### src/rtl/pfp_pkg.sv
package pfp_pkg;
   typedef enum logic [1:0] {
      GRAN_NONE = 2'd0,
      GRAN_LEAF = 2'd1,
      GRAN_HALF = 2'd2
   } gran_e;
endpackage

### src/rtl/pfp_addr_split.sv
module pfp_addr_split #(
   parameter int ADDR_W      = 40,
   parameter int LEAF_SHIFT  = 16,
   parameter int HALF_SHIFT  = 20,
   parameter int CHUNK_SHIFT = 21,
   parameter logic [ADDR_W-1:0] CHUNK_BASE = '0,
   localparam int HALF_IDX_W = CHUNK_SHIFT - HALF_SHIFT,
   localparam int LEAF_IDX_W = HALF_SHIFT - LEAF_SHIFT
) (
   input  logic [ADDR_W-1:0]     addr_i,
   output logic                  in_range_o,
   output logic [HALF_IDX_W-1:0] half_idx_o,
   output logic [LEAF_IDX_W-1:0] leaf_idx_o
);
   always_comb begin
      in_range_o = (addr_i[ADDR_W-1:CHUNK_SHIFT] == CHUNK_BASE[ADDR_W-1:CHUNK_SHIFT]);
      half_idx_o = addr_i[CHUNK_SHIFT-1:HALF_SHIFT];
      leaf_idx_o = addr_i[HALF_SHIFT-1:LEAF_SHIFT];
   end
endmodule

### src/rtl/pfp_half_node.sv
module pfp_half_node
   import pfp_pkg::*;
#(
   parameter int LEAVES         = 16,
   parameter int PROMOTE_THRESH = 2,
   localparam int LEAF_IDX_W = $clog2(LEAVES),
   localparam int CNT_W      = $clog2(LEAVES + 1)
) (
   input  logic                  clk,
   input  logic                  rst_n,
   input  logic                  clear_i,
   input  logic                  sel_i,
   input  logic [LEAF_IDX_W-1:0] leaf_i,
   output gran_e                 gran_o
);
   logic [LEAVES-1:0] fetched_q;
   logic              promoted_q;
   logic [CNT_W-1:0]  cnt;

   always_comb begin
      cnt = '0;
      for (int i = 0; i < LEAVES; i++) begin
         cnt = cnt + CNT_W'(fetched_q[i]);
      end
   end

   always_comb begin
      gran_o = GRAN_NONE;
      if (!promoted_q && !fetched_q[leaf_i]) begin
         if (int'(cnt) + 1 >= PROMOTE_THRESH) gran_o = GRAN_HALF;
         else                                 gran_o = GRAN_LEAF;
      end
   end

   always_ff @(posedge clk or negedge rst_n) begin
      if (!rst_n) begin
         fetched_q  <= '0;
         promoted_q <= 1'b0;
      end else if (clear_i) begin
         fetched_q  <= '0;
         promoted_q <= 1'b0;
      end else if (sel_i) begin
         case (gran_o)
            GRAN_HALF: begin
               fetched_q  <= '1;
               promoted_q <= 1'b1;
            end
            GRAN_LEAF: fetched_q[leaf_i] <= 1'b1;
            default: ;
         endcase
      end
   end

   // a promotion leaves the whole half marked fetched
   a_r3_half_fills: assert property (@(posedge clk) disable iff (!rst_n)
      (sel_i && !clear_i && gran_o == GRAN_HALF) |=> (promoted_q && (&fetched_q)));
   // a leaf once requested is remembered
   a_r5_leaf_kept: assert property (@(posedge clk) disable iff (!rst_n)
      (sel_i && !clear_i && gran_o == GRAN_LEAF) |=> fetched_q[$past(leaf_i)]);
   // promotion is sticky until a clear
   a_r4_promote_sticky: assert property (@(posedge clk) disable iff (!rst_n)
      (promoted_q && !clear_i) |=> promoted_q);
   // clear empties the node
   a_r8_clear_empties: assert property (@(posedge clk) disable iff (!rst_n)
      clear_i |=> (fetched_q == '0 && !promoted_q));
endmodule

### src/rtl/pfp_top.sv
module pfp_top
   import pfp_pkg::*;
#(
   parameter int ADDR_W         = 40,
   parameter int LEAF_SHIFT     = 16,
   parameter int HALF_SHIFT     = 20,
   parameter int CHUNK_SHIFT    = 21,
   parameter int PROMOTE_THRESH = 2,
   parameter logic [ADDR_W-1:0] CHUNK_BASE = '0
) (
   input  logic              clk,
   input  logic              rst_n,
   input  logic              clear_i,
   input  logic              fault_valid_i,
   input  logic [ADDR_W-1:0] fault_addr_i,
   output logic              req_valid_o,
   output logic [ADDR_W-1:0] req_base_o,
   output logic [ADDR_W-1:0] req_size_o,
   output logic              oor_o
);
   localparam int HALF_IDX_W = CHUNK_SHIFT - HALF_SHIFT;
   localparam int LEAF_IDX_W = HALF_SHIFT - LEAF_SHIFT;
   localparam int HALVES     = 1 << HALF_IDX_W;
   localparam int LEAVES     = 1 << LEAF_IDX_W;
   localparam logic [ADDR_W-1:0] ONE        = {{(ADDR_W-1){1'b0}}, 1'b1};
   localparam logic [ADDR_W-1:0] LEAF_BYTES = ONE << LEAF_SHIFT;
   localparam logic [ADDR_W-1:0] HALF_BYTES = ONE << HALF_SHIFT;
   localparam logic [ADDR_W-1:0] CHUNK_MASK = (ONE << CHUNK_SHIFT) - ONE;

   if (!(LEAF_SHIFT > 0 && LEAF_SHIFT < HALF_SHIFT && HALF_SHIFT < CHUNK_SHIFT
         && CHUNK_SHIFT < ADDR_W)) begin : g_bad_shifts
      $error("pfp_top: shifts must satisfy 0 < LEAF < HALF < CHUNK < ADDR_W");
   end
   if (PROMOTE_THRESH < 1 || PROMOTE_THRESH > LEAVES) begin : g_bad_thresh
      $error("pfp_top: PROMOTE_THRESH must lie in 1..leaves per half");
   end
   if ((CHUNK_BASE & CHUNK_MASK) != '0) begin : g_bad_base
      $error("pfp_top: CHUNK_BASE must be aligned to the chunk size");
   end

   logic                  in_range;
   logic [HALF_IDX_W-1:0] half_idx;
   logic [LEAF_IDX_W-1:0] leaf_idx;
   logic                  take;
   gran_e                 gran_w [HALVES];
   gran_e                 gran_sel;

   pfp_addr_split #(
      .ADDR_W(ADDR_W), .LEAF_SHIFT(LEAF_SHIFT), .HALF_SHIFT(HALF_SHIFT),
      .CHUNK_SHIFT(CHUNK_SHIFT), .CHUNK_BASE(CHUNK_BASE)
   ) u_split (
      .addr_i(fault_addr_i), .in_range_o(in_range),
      .half_idx_o(half_idx), .leaf_idx_o(leaf_idx)
   );

   assign take = fault_valid_i && in_range && !clear_i;

   for (genvar h = 0; h < HALVES; h++) begin : g_half
      pfp_half_node #(
         .LEAVES(LEAVES), .PROMOTE_THRESH(PROMOTE_THRESH)
      ) u_node (
         .clk(clk), .rst_n(rst_n), .clear_i(clear_i),
         .sel_i(take && (half_idx == HALF_IDX_W'(h))),
         .leaf_i(leaf_idx), .gran_o(gran_w[h])
      );
   end

   assign gran_sel = gran_w[half_idx];

   always_ff @(posedge clk or negedge rst_n) begin
      if (!rst_n) begin
         req_valid_o <= 1'b0;
         req_base_o  <= '0;
         req_size_o  <= '0;
         oor_o       <= 1'b0;
      end else begin
         req_valid_o <= 1'b0;
         req_base_o  <= '0;
         req_size_o  <= '0;
         oor_o       <= fault_valid_i && !in_range && !clear_i;
         if (take) begin
            case (gran_sel)
               GRAN_LEAF: begin
                  req_valid_o <= 1'b1;
                  req_base_o  <= fault_addr_i & ~(LEAF_BYTES - ONE);
                  req_size_o  <= LEAF_BYTES;
               end
               GRAN_HALF: begin
                  req_valid_o <= 1'b1;
                  req_base_o  <= fault_addr_i & ~(HALF_BYTES - ONE);
                  req_size_o  <= HALF_BYTES;
               end
               default: ;
            endcase
         end
      end
   end

   // an out-of-range fault never yields a request
   a_r7_oor_quiet: assert property (@(posedge clk) disable iff (!rst_n)
      oor_o |-> !req_valid_o);
   // a fault coinciding with clear is dropped
   a_r8_clear_drops: assert property (@(posedge clk) disable iff (!rst_n)
      clear_i |=> (!req_valid_o && !oor_o));
   // nothing is emitted without a fault
   a_r1_idle_quiet: assert property (@(posedge clk) disable iff (!rst_n)
      !fault_valid_i |=> (!req_valid_o && !oor_o));
   // request sizes are one of the two tree granules
   a_r2_size_legal: assert property (@(posedge clk) disable iff (!rst_n)
      req_valid_o |-> (req_size_o == LEAF_BYTES || req_size_o == HALF_BYTES));
   // request base is aligned to its own size
   a_r3_base_aligned: assert property (@(posedge clk) disable iff (!rst_n)
      req_valid_o |-> ((req_base_o & (req_size_o - ONE)) == '0));
endmodule

### config.mk
export PLATFORM = sky130hd
export DESIGN_NAME = pfp_top
export DESIGN_NICKNAME = d
export VERILOG_FILES = /design/src/rtl/pfp_pkg.sv /design/src/rtl/pfp_addr_split.sv /design/src/rtl/pfp_half_node.sv /design/src/rtl/pfp_top.sv
export SDC_FILE = /design/constraint.sdc
export NUM_CORES = 1
export LEC_CHECK = 0
export BUFFER_PORTS_ARGS = -buffer_cell sky130_fd_sc_hd__buf_2
export CAP_MARGIN = 10
export CELL_PAD_IN_SITES_DETAIL_PLACEMENT = 0
export CELL_PAD_IN_SITES_GLOBAL_PLACEMENT = 2
export CORE_MARGIN = 1.5
export CORE_UTILIZATION = 34
export DETAILED_ROUTE_END_ITERATION = 12
export GPL_ROUTABILITY_DRIVEN = 1
export PLACE_DENSITY_LB_ADDON = 0.1
export RECOVER_POWER = 25
export SYNTH_ARGS = -nofsm -noshare
export SYNTH_HDL_FRONTEND = slang
export SYNTH_SLANG_ARGS = --single-unit
### constraint.sdc
create_clock -name clk -period 8.8 [get_ports clk]
set_clock_uncertainty 0.1 [all_clocks]
set_input_delay 1.76 -clock clk [delete_from_list [all_inputs] [get_ports clk]]
set_output_delay 1.76 -clock clk [all_outputs]
set_load 0.005 [all_outputs]
# [Yosys cells after proc, flatten, opt, wreduce, memory -nomap -nowiden]
# Cells that the tools add are included.
[word_totals] ff_bits=116 elab_cells=113
[op_classes] reduce_logical=27 add_sub_neg=32 bitwise=4 mux=31 n_eq_ne=6 n_lt_le_gt_ge=5
[ops] cell="5-bit by 1-bit adder with 5-bit output" count=28
[ops] cell="40-bit 2-to-1 mux" count=2
[ops] cell="40-bit case mux with 2 select lines" count=1
[ops] cell="32-bit by 3-bit >= comparator with 1-bit output (second input constant)" count=2
[ops] cell="16-bit 2-to-1 mux" count=4
[ops] cell="16-bit case mux with 2 select lines" count=2
[ops] cell="21-bit case mux with 2 select lines" count=1
[ops] cell="16-bit bitwise OR" count=2
[ops] cell="19-bit logical NOT" count=1
[ops] cell="2-bit 2-to-1 mux" count=7
[ops] cell="5-bit by 1-bit adder with 6-bit output (second input constant)" count=2
[ops] cell="1-bit 2-to-1 mux" count=11
[ops] cell="1-bit logical AND" count=9
[ops] cell="1-bit binary-select mux with 4-bit select" count=2
[ops] cell="2-bit AND reduction" count=4
[ops] cell="2-bit nonzero test" count=4
[ops] cell="2-bit by 1-bit == test with 1-bit output (second input constant)" count=3
[ops] cell="2-bit == test (second input constant)" count=3
[ops] cell="1-bit logical NOT" count=6
[ops] cell="3-bit nonzero test" count=2
[ops] cell="4-bit by 5-bit less-than comparator with 1-bit output (second input constant)" count=1
[ops] cell="1-bit by 1-bit adder with 2-bit output" count=2
[ops] cell="1-bit demux with 4-bit select" count=1
[ops] cell="4-bit by 1-bit >= comparator with 1-bit output (second input constant)" count=1
[ops] cell="other kinds (4)" count=4

# [Logic depth before layout (Yosys ltp)]
[depth] ltp_word=26 ltp_mapped=19 ltp_nobuf=19

# [By module]
# A second synthesis with hierarchy kept.
[unflattened] cells_unflattened=444 hier_area_um2=4586.9
[by_module_without_submodules] mod="pfp_top" instances=1 area_per_inst_um2=1580.3 seq_area_each_um2=700.7 cells_each=147
[by_module_without_submodules] mod="pfp_half_node (g_half[1].u_node)" instances=1 area_per_inst_um2=1462.7 seq_area_each_um2=425.4 cells_each=143
[by_module_without_submodules] mod="pfp_half_node (g_half[0].u_node)" instances=1 area_per_inst_um2=1456.4 seq_area_each_um2=425.4 cells_each=143
[by_module_without_submodules] mod="pfp_addr_split" instances=1 area_per_inst_um2=87.6 seq_area_each_um2=0.0 cells_each=11

# [Worst setup path before layout]
# No wires, ideal clock.
[synth_timing] kind="flip-flop to flip-flop" start="reg g_half[0].u_node.fetched_q[0]" end="reg req_base_o[20]" setup_time_ns=0.086 path_buffers=1 path_stages_with_launch=18 setup_slack_ns=3.509 arrival_ns=5.105 cell_sequence="dfrtp_1 -> ha_1 -> inv_1 -> fa_1 -> fa_1 -> fa_1 -> fa_1 -> fa_1 -> fa_1 -> inv_1 -> ha_1 -> nor3_1 -> o211ai_1 -> clkbuf_1 -> o22ai_1 -> ha_1 -> o21ai_0 -> nor3_1"
[synth_between] elab_chain_len=25 word_cells_on_any_way=30 cone_classes="16 x add/sub; 1 x order compare; 2 x eq/ne; 9 x mux; 2 x reduce/logical"
[synth_rtl] item="start: declaration" line_no="pfp_half_node.sv:16" source="logic [LEAVES-1:0] fetched_q;"
[synth_rtl] item="start signal: assignment" line_no="pfp_half_node.sv:37" source="fetched_q <= '0;"
[synth_rtl] item="start signal: assignment" line_no="pfp_half_node.sv:40" source="fetched_q <= '0;"
[synth_rtl] item="start signal: assignment" line_no="pfp_half_node.sv:45" source="fetched_q <= '1;"
[synth_rtl] item="1-bit by 1-bit adder with 2-bit output" line_no="pfp_half_node.sv:23" source="cnt = cnt + CNT_W'(fetched_q[i]);"
[synth_rtl] item="5-bit by 1-bit adder with 5-bit output (14 in series)" line_no="pfp_half_node.sv:23"
[synth_rtl] item="5-bit by 1-bit adder with 6-bit output" line_no="pfp_half_node.sv:30" source="if (int'(cnt) + 1 >= PROMOTE_THRESH) gran_o = GRAN_HALF;"
[synth_rtl] item="32-bit by 3-bit >= comparator with 1-bit output" line_no="pfp_half_node.sv:30"
[synth_rtl] item="2-bit 2-to-1 mux" line_no="pfp_half_node.sv:30"
[synth_rtl] item="2-bit 2-to-1 mux (*)" line_no="pfp_half_node.sv:29" source="if (!promoted_q && !fetched_q[leaf_i]) begin"
[synth_rtl] item="2-bit 2-to-1 mux (not written as such) (*) (3 in series)" line_no="pfp_top.sv:68" source="assign gran_sel = gran_w[half_idx];"
[synth_rtl] item="2-bit == test or 2-bit by 1-bit == test with 1-bit output (tied branches)" line_no="pfp_top.sv:82" source="case (gran_sel)"
[synth_rtl] item="40-bit case mux with 2 select lines (*)" line_no="pfp_top.sv:82"
[synth_rtl] item="40-bit 2-to-1 mux (*)" line_no="pfp_top.sv:81" source="if (take) begin"
[synth_rtl] item="end signal: assignment" line_no="pfp_top.sv:85" source="req_base_o <= fault_addr_i & ~(LEAF_BYTES - ONE);"
[synth_rtl] item="end signal: assignment" line_no="pfp_top.sv:90" source="req_base_o <= fault_addr_i & ~(HALF_BYTES - ONE);"
[synth_rtl] item="end: declaration" line_no="pfp_top.sv:17" source="output logic [ADDR_W-1:0] req_base_o,"
# Mark *: on every way between the ends. The rest lies on a longest branch, timed or not. The select of a mux whose other input is x is not followed.
# A chain may end at the register's enable or synchronous reset.

# [Worst setup path in the final report]
# Same ends and word-level chain as after synthesis.

==> flow_summary.ini <==
[setup_path]
worstSetupEndpointType = register
cp-start-kind = register
cp-startpoint = g_half[0].u_node.fetched_q[0]
required_ns = 8.95
r2r-end = req_base_o[20]
rrSetupSlack_ns = 3.35
crit_type = reg -> reg
crit_end = req_base_o[20]
crit_arrival_ns = 5.60
reg2reg_depth = 17
crit_fanout = 19
r2r_start = g_half[0].u_node.fetched_q[0]

[global_route]
grt_use_total_pct = 15.2
grt_pass1_wl_um = 14500
antenna_found_initial = 0
grt_max_degree = 63
grt_overflow = 0
grt_pass1_vias = 2656

[cts]
cts_buffers = 9
path_clk_slew_ns = 0.06
clock-sinks = 62
root_buffer = clkbuf_16
cts_resized = 0
cts_buffer_depth = 2
htreeDepth = 3
cts_tree = built
cts_setup_buffers = 0
hold_buffers = 0
clkLatencyLatePin_ns = 0.33

[die]
die_y_um = 112
start_util_pct = 35.2
core_area_sq_um = 11500
row_count = 39
die_area_sq_um = 12600
ios = 126
die_width_um = 112

[finish]
nets = 536
fill_cells = 1170
area_growth_pct = 14.8
design_area_sq_um = 4650
drive_gt1_share_pct = 22.9
multi_input_area_sq_um = 2080
register_area_sq_um = 1550
diodes = 0

[sta]
rsz0062_at_grt = false
post-route-period-util_pct = 61.9
worst_slew_pin_slew_ns = 3.36
min_period_ns = 5.45
relSlewSlack_pct = -124
finalHoldViolCount = 0
fmax_mhz = 184
slew_viol_final = 63
setup_viol = 0
setup_tns_ns = 0

[flow_run]
timing.max_cap.violations = 1

[drt]
routedWlPerCell_um = 14.5
drtIter0Drc = 103
vias_per_cell = 4.38
detail-route-antenna-nets = 0
drc = 8
drt-pass1-iter-count = 10
wl_um = 8730
num_vias = 2636

[power]
p_per_area_nw_per_um2 = 159
power_w = 0.000740
max-vdd-ir-drop_v = 0.0000935
leakage_nw = 2.19

[yosys]
synth_compound_area_share_pct = 12.3
synth_top_area_cell = dfrtp_1
synth_edf_count = 0
yosys.area.top_type_share_pct = 38.3
synth-adder-area-share_pct = 15.1
netlist_instances = 382
synth_seq_cells = 62
synthArstFlopShare_pct = 100
synth-warning-count = 0
synth_xor_area_share_pct = 0.433
yosysMostFrequentCell = dfrtp_1
synth_top_family_by_area = buffers and inverters
yosysSeqAreaShare_pct = 38.3
yosys.area_share.simple_pct = 11.4
synth_cell_types = 39
ys_dominant_reg_cell = dfrtp_1
synth.area.top_cells = dfrtp_1 (38%), buf_4 (10%), fa_1 (9.9%)
synthMuxAreaShare_pct = 5.44
synth_commonest_cells = dfrtp_1 (62), buf_4 (54), inv_1 (54), nor2_1 (44)
synth_area_sq_um = 4050
syn_avg_cell_area_sq_um = 10.6

[place]
port_buffers = 55
dp_hpwl_um = 6430
gp_congestion = 0.730
placed_area_sq_um = 4310

[worst_hold_path]
hold_class = reg -> reg

[run_status]
violations = design-rule violations, max-capacitance violations, max-slew violations
outcome = finished with violations
==> state kept, by name, summed over array words and instances (netlist names) <==
signal	count
g_half.u_node.fetched_q	32
req_size_o	2
g_half.u_node.promoted_q	2
req_base_o	24
oor_o	1
req_valid_o	1
==> layout make-up <==
cell class                 count  share of cell area (%)
timing repair buffer          58                    6.33
tap                          143                    3.85
clock inverter                 6                    2.40
multi-input combinational    270                    44.8
clock buffer                   9                    4.85
sequential                    62                    33.4
inverter                      54                    4.36
==> power by group <==
part	internal, W	switching (W)	leakage (nW)
Sequential	0.000290	0.000000927	0.821
Combinational	0.0000139	0.0000332	1.21
Clock	0.000275	0.000128	0.161
==> worst max-delay path, cell delays in order, from the launching register on <==
cell	delay (ns)
dfrtp_1	0.40
ha_1	0.30
inv_1	0.07
fa_1	0.43
fa_1	0.49
fa_1	0.54
fa_1	0.43
fa_1	0.42
fa_1	0.55
inv_1	0.06
ha_1	0.29
nor3_1	0.17
o211ai_1	0.12
buf_4	0.22
o22ai_1	0.25
ha_1	0.27
o21ai_0	0.11
nor3_1	0.13
==> logic make-up (layout without fill, tap and decap cells) <==
family	count (synthesis)	count (layout)
other cells	1	73
buf+inv	122	127
fa+ha+maj	37	37
xor+xnor	2	2
simple gates	91	91
mux	16	16
flops	62	62
compound gates	51	51
==> cell usage in the layout (no fill, tap or decap), types with 5 or more instances in the layout <==
| cell type | instances |
|---|---|
| buf_2 | 55 |
| clkbuf_16 | 9 |
| conb_1 | 73 |
| dfrtp_1 | 62 |
| fa_1 | 20 |
| ha_1 | 17 |
| inv_1 | 54 |
| mux2i_1 | 10 |
| nand2_1 | 5 |
| nand2b_1 | 6 |
| nor2_1 | 44 |
| nor3_1 | 12 |
| o22ai_1 | 19 |
| o22ai_2 | 20 |
==> how the worst min path moves through the flow <==
stage / startpoint / slack (ns) / end / depth (start not counted)
2_1_floorplan: g_half[0].u_node.promoted_q / 0.41 / g_half[0].u_node.promoted_q / 2
3_3_place_gp: g_half[0].u_node.promoted_q / 0.42 / g_half[0].u_node.promoted_q / 2
3_5_place_dp: g_half[0].u_node.promoted_q / 0.43 / g_half[0].u_node.promoted_q / 2
4_1_cts: g_half[0].u_node.promoted_q / 0.44 / g_half[0].u_node.promoted_q / 2
5_1_grt: g_half[0].u_node.promoted_q / 0.45 / g_half[0].u_node.promoted_q / 2
6_report: g_half[0].u_node.promoted_q / 0.44 / g_half[0].u_node.promoted_q / 2
==> per-layer routing <==
layer	wire length, um	track usage, %
met5	0	0
met4	120	4.56
met3	316	4.27
met2	4100	23.6
met1	4190	20.8
==> through the flow <==
step	std cells	worst slack [ns]	util, %	hold slack [ns]
finish	602	3.35	40.4	0.439
global route	602	3.03	40.4	0.454
CTS	602	3.33	40.4	0.436
detailed placement	587	3.34	37.5	0.428
global placement	587	3.37	37.5	0.420
floorplan	454	3.51	-	0.406
Power figures use the tool's default switching activity.
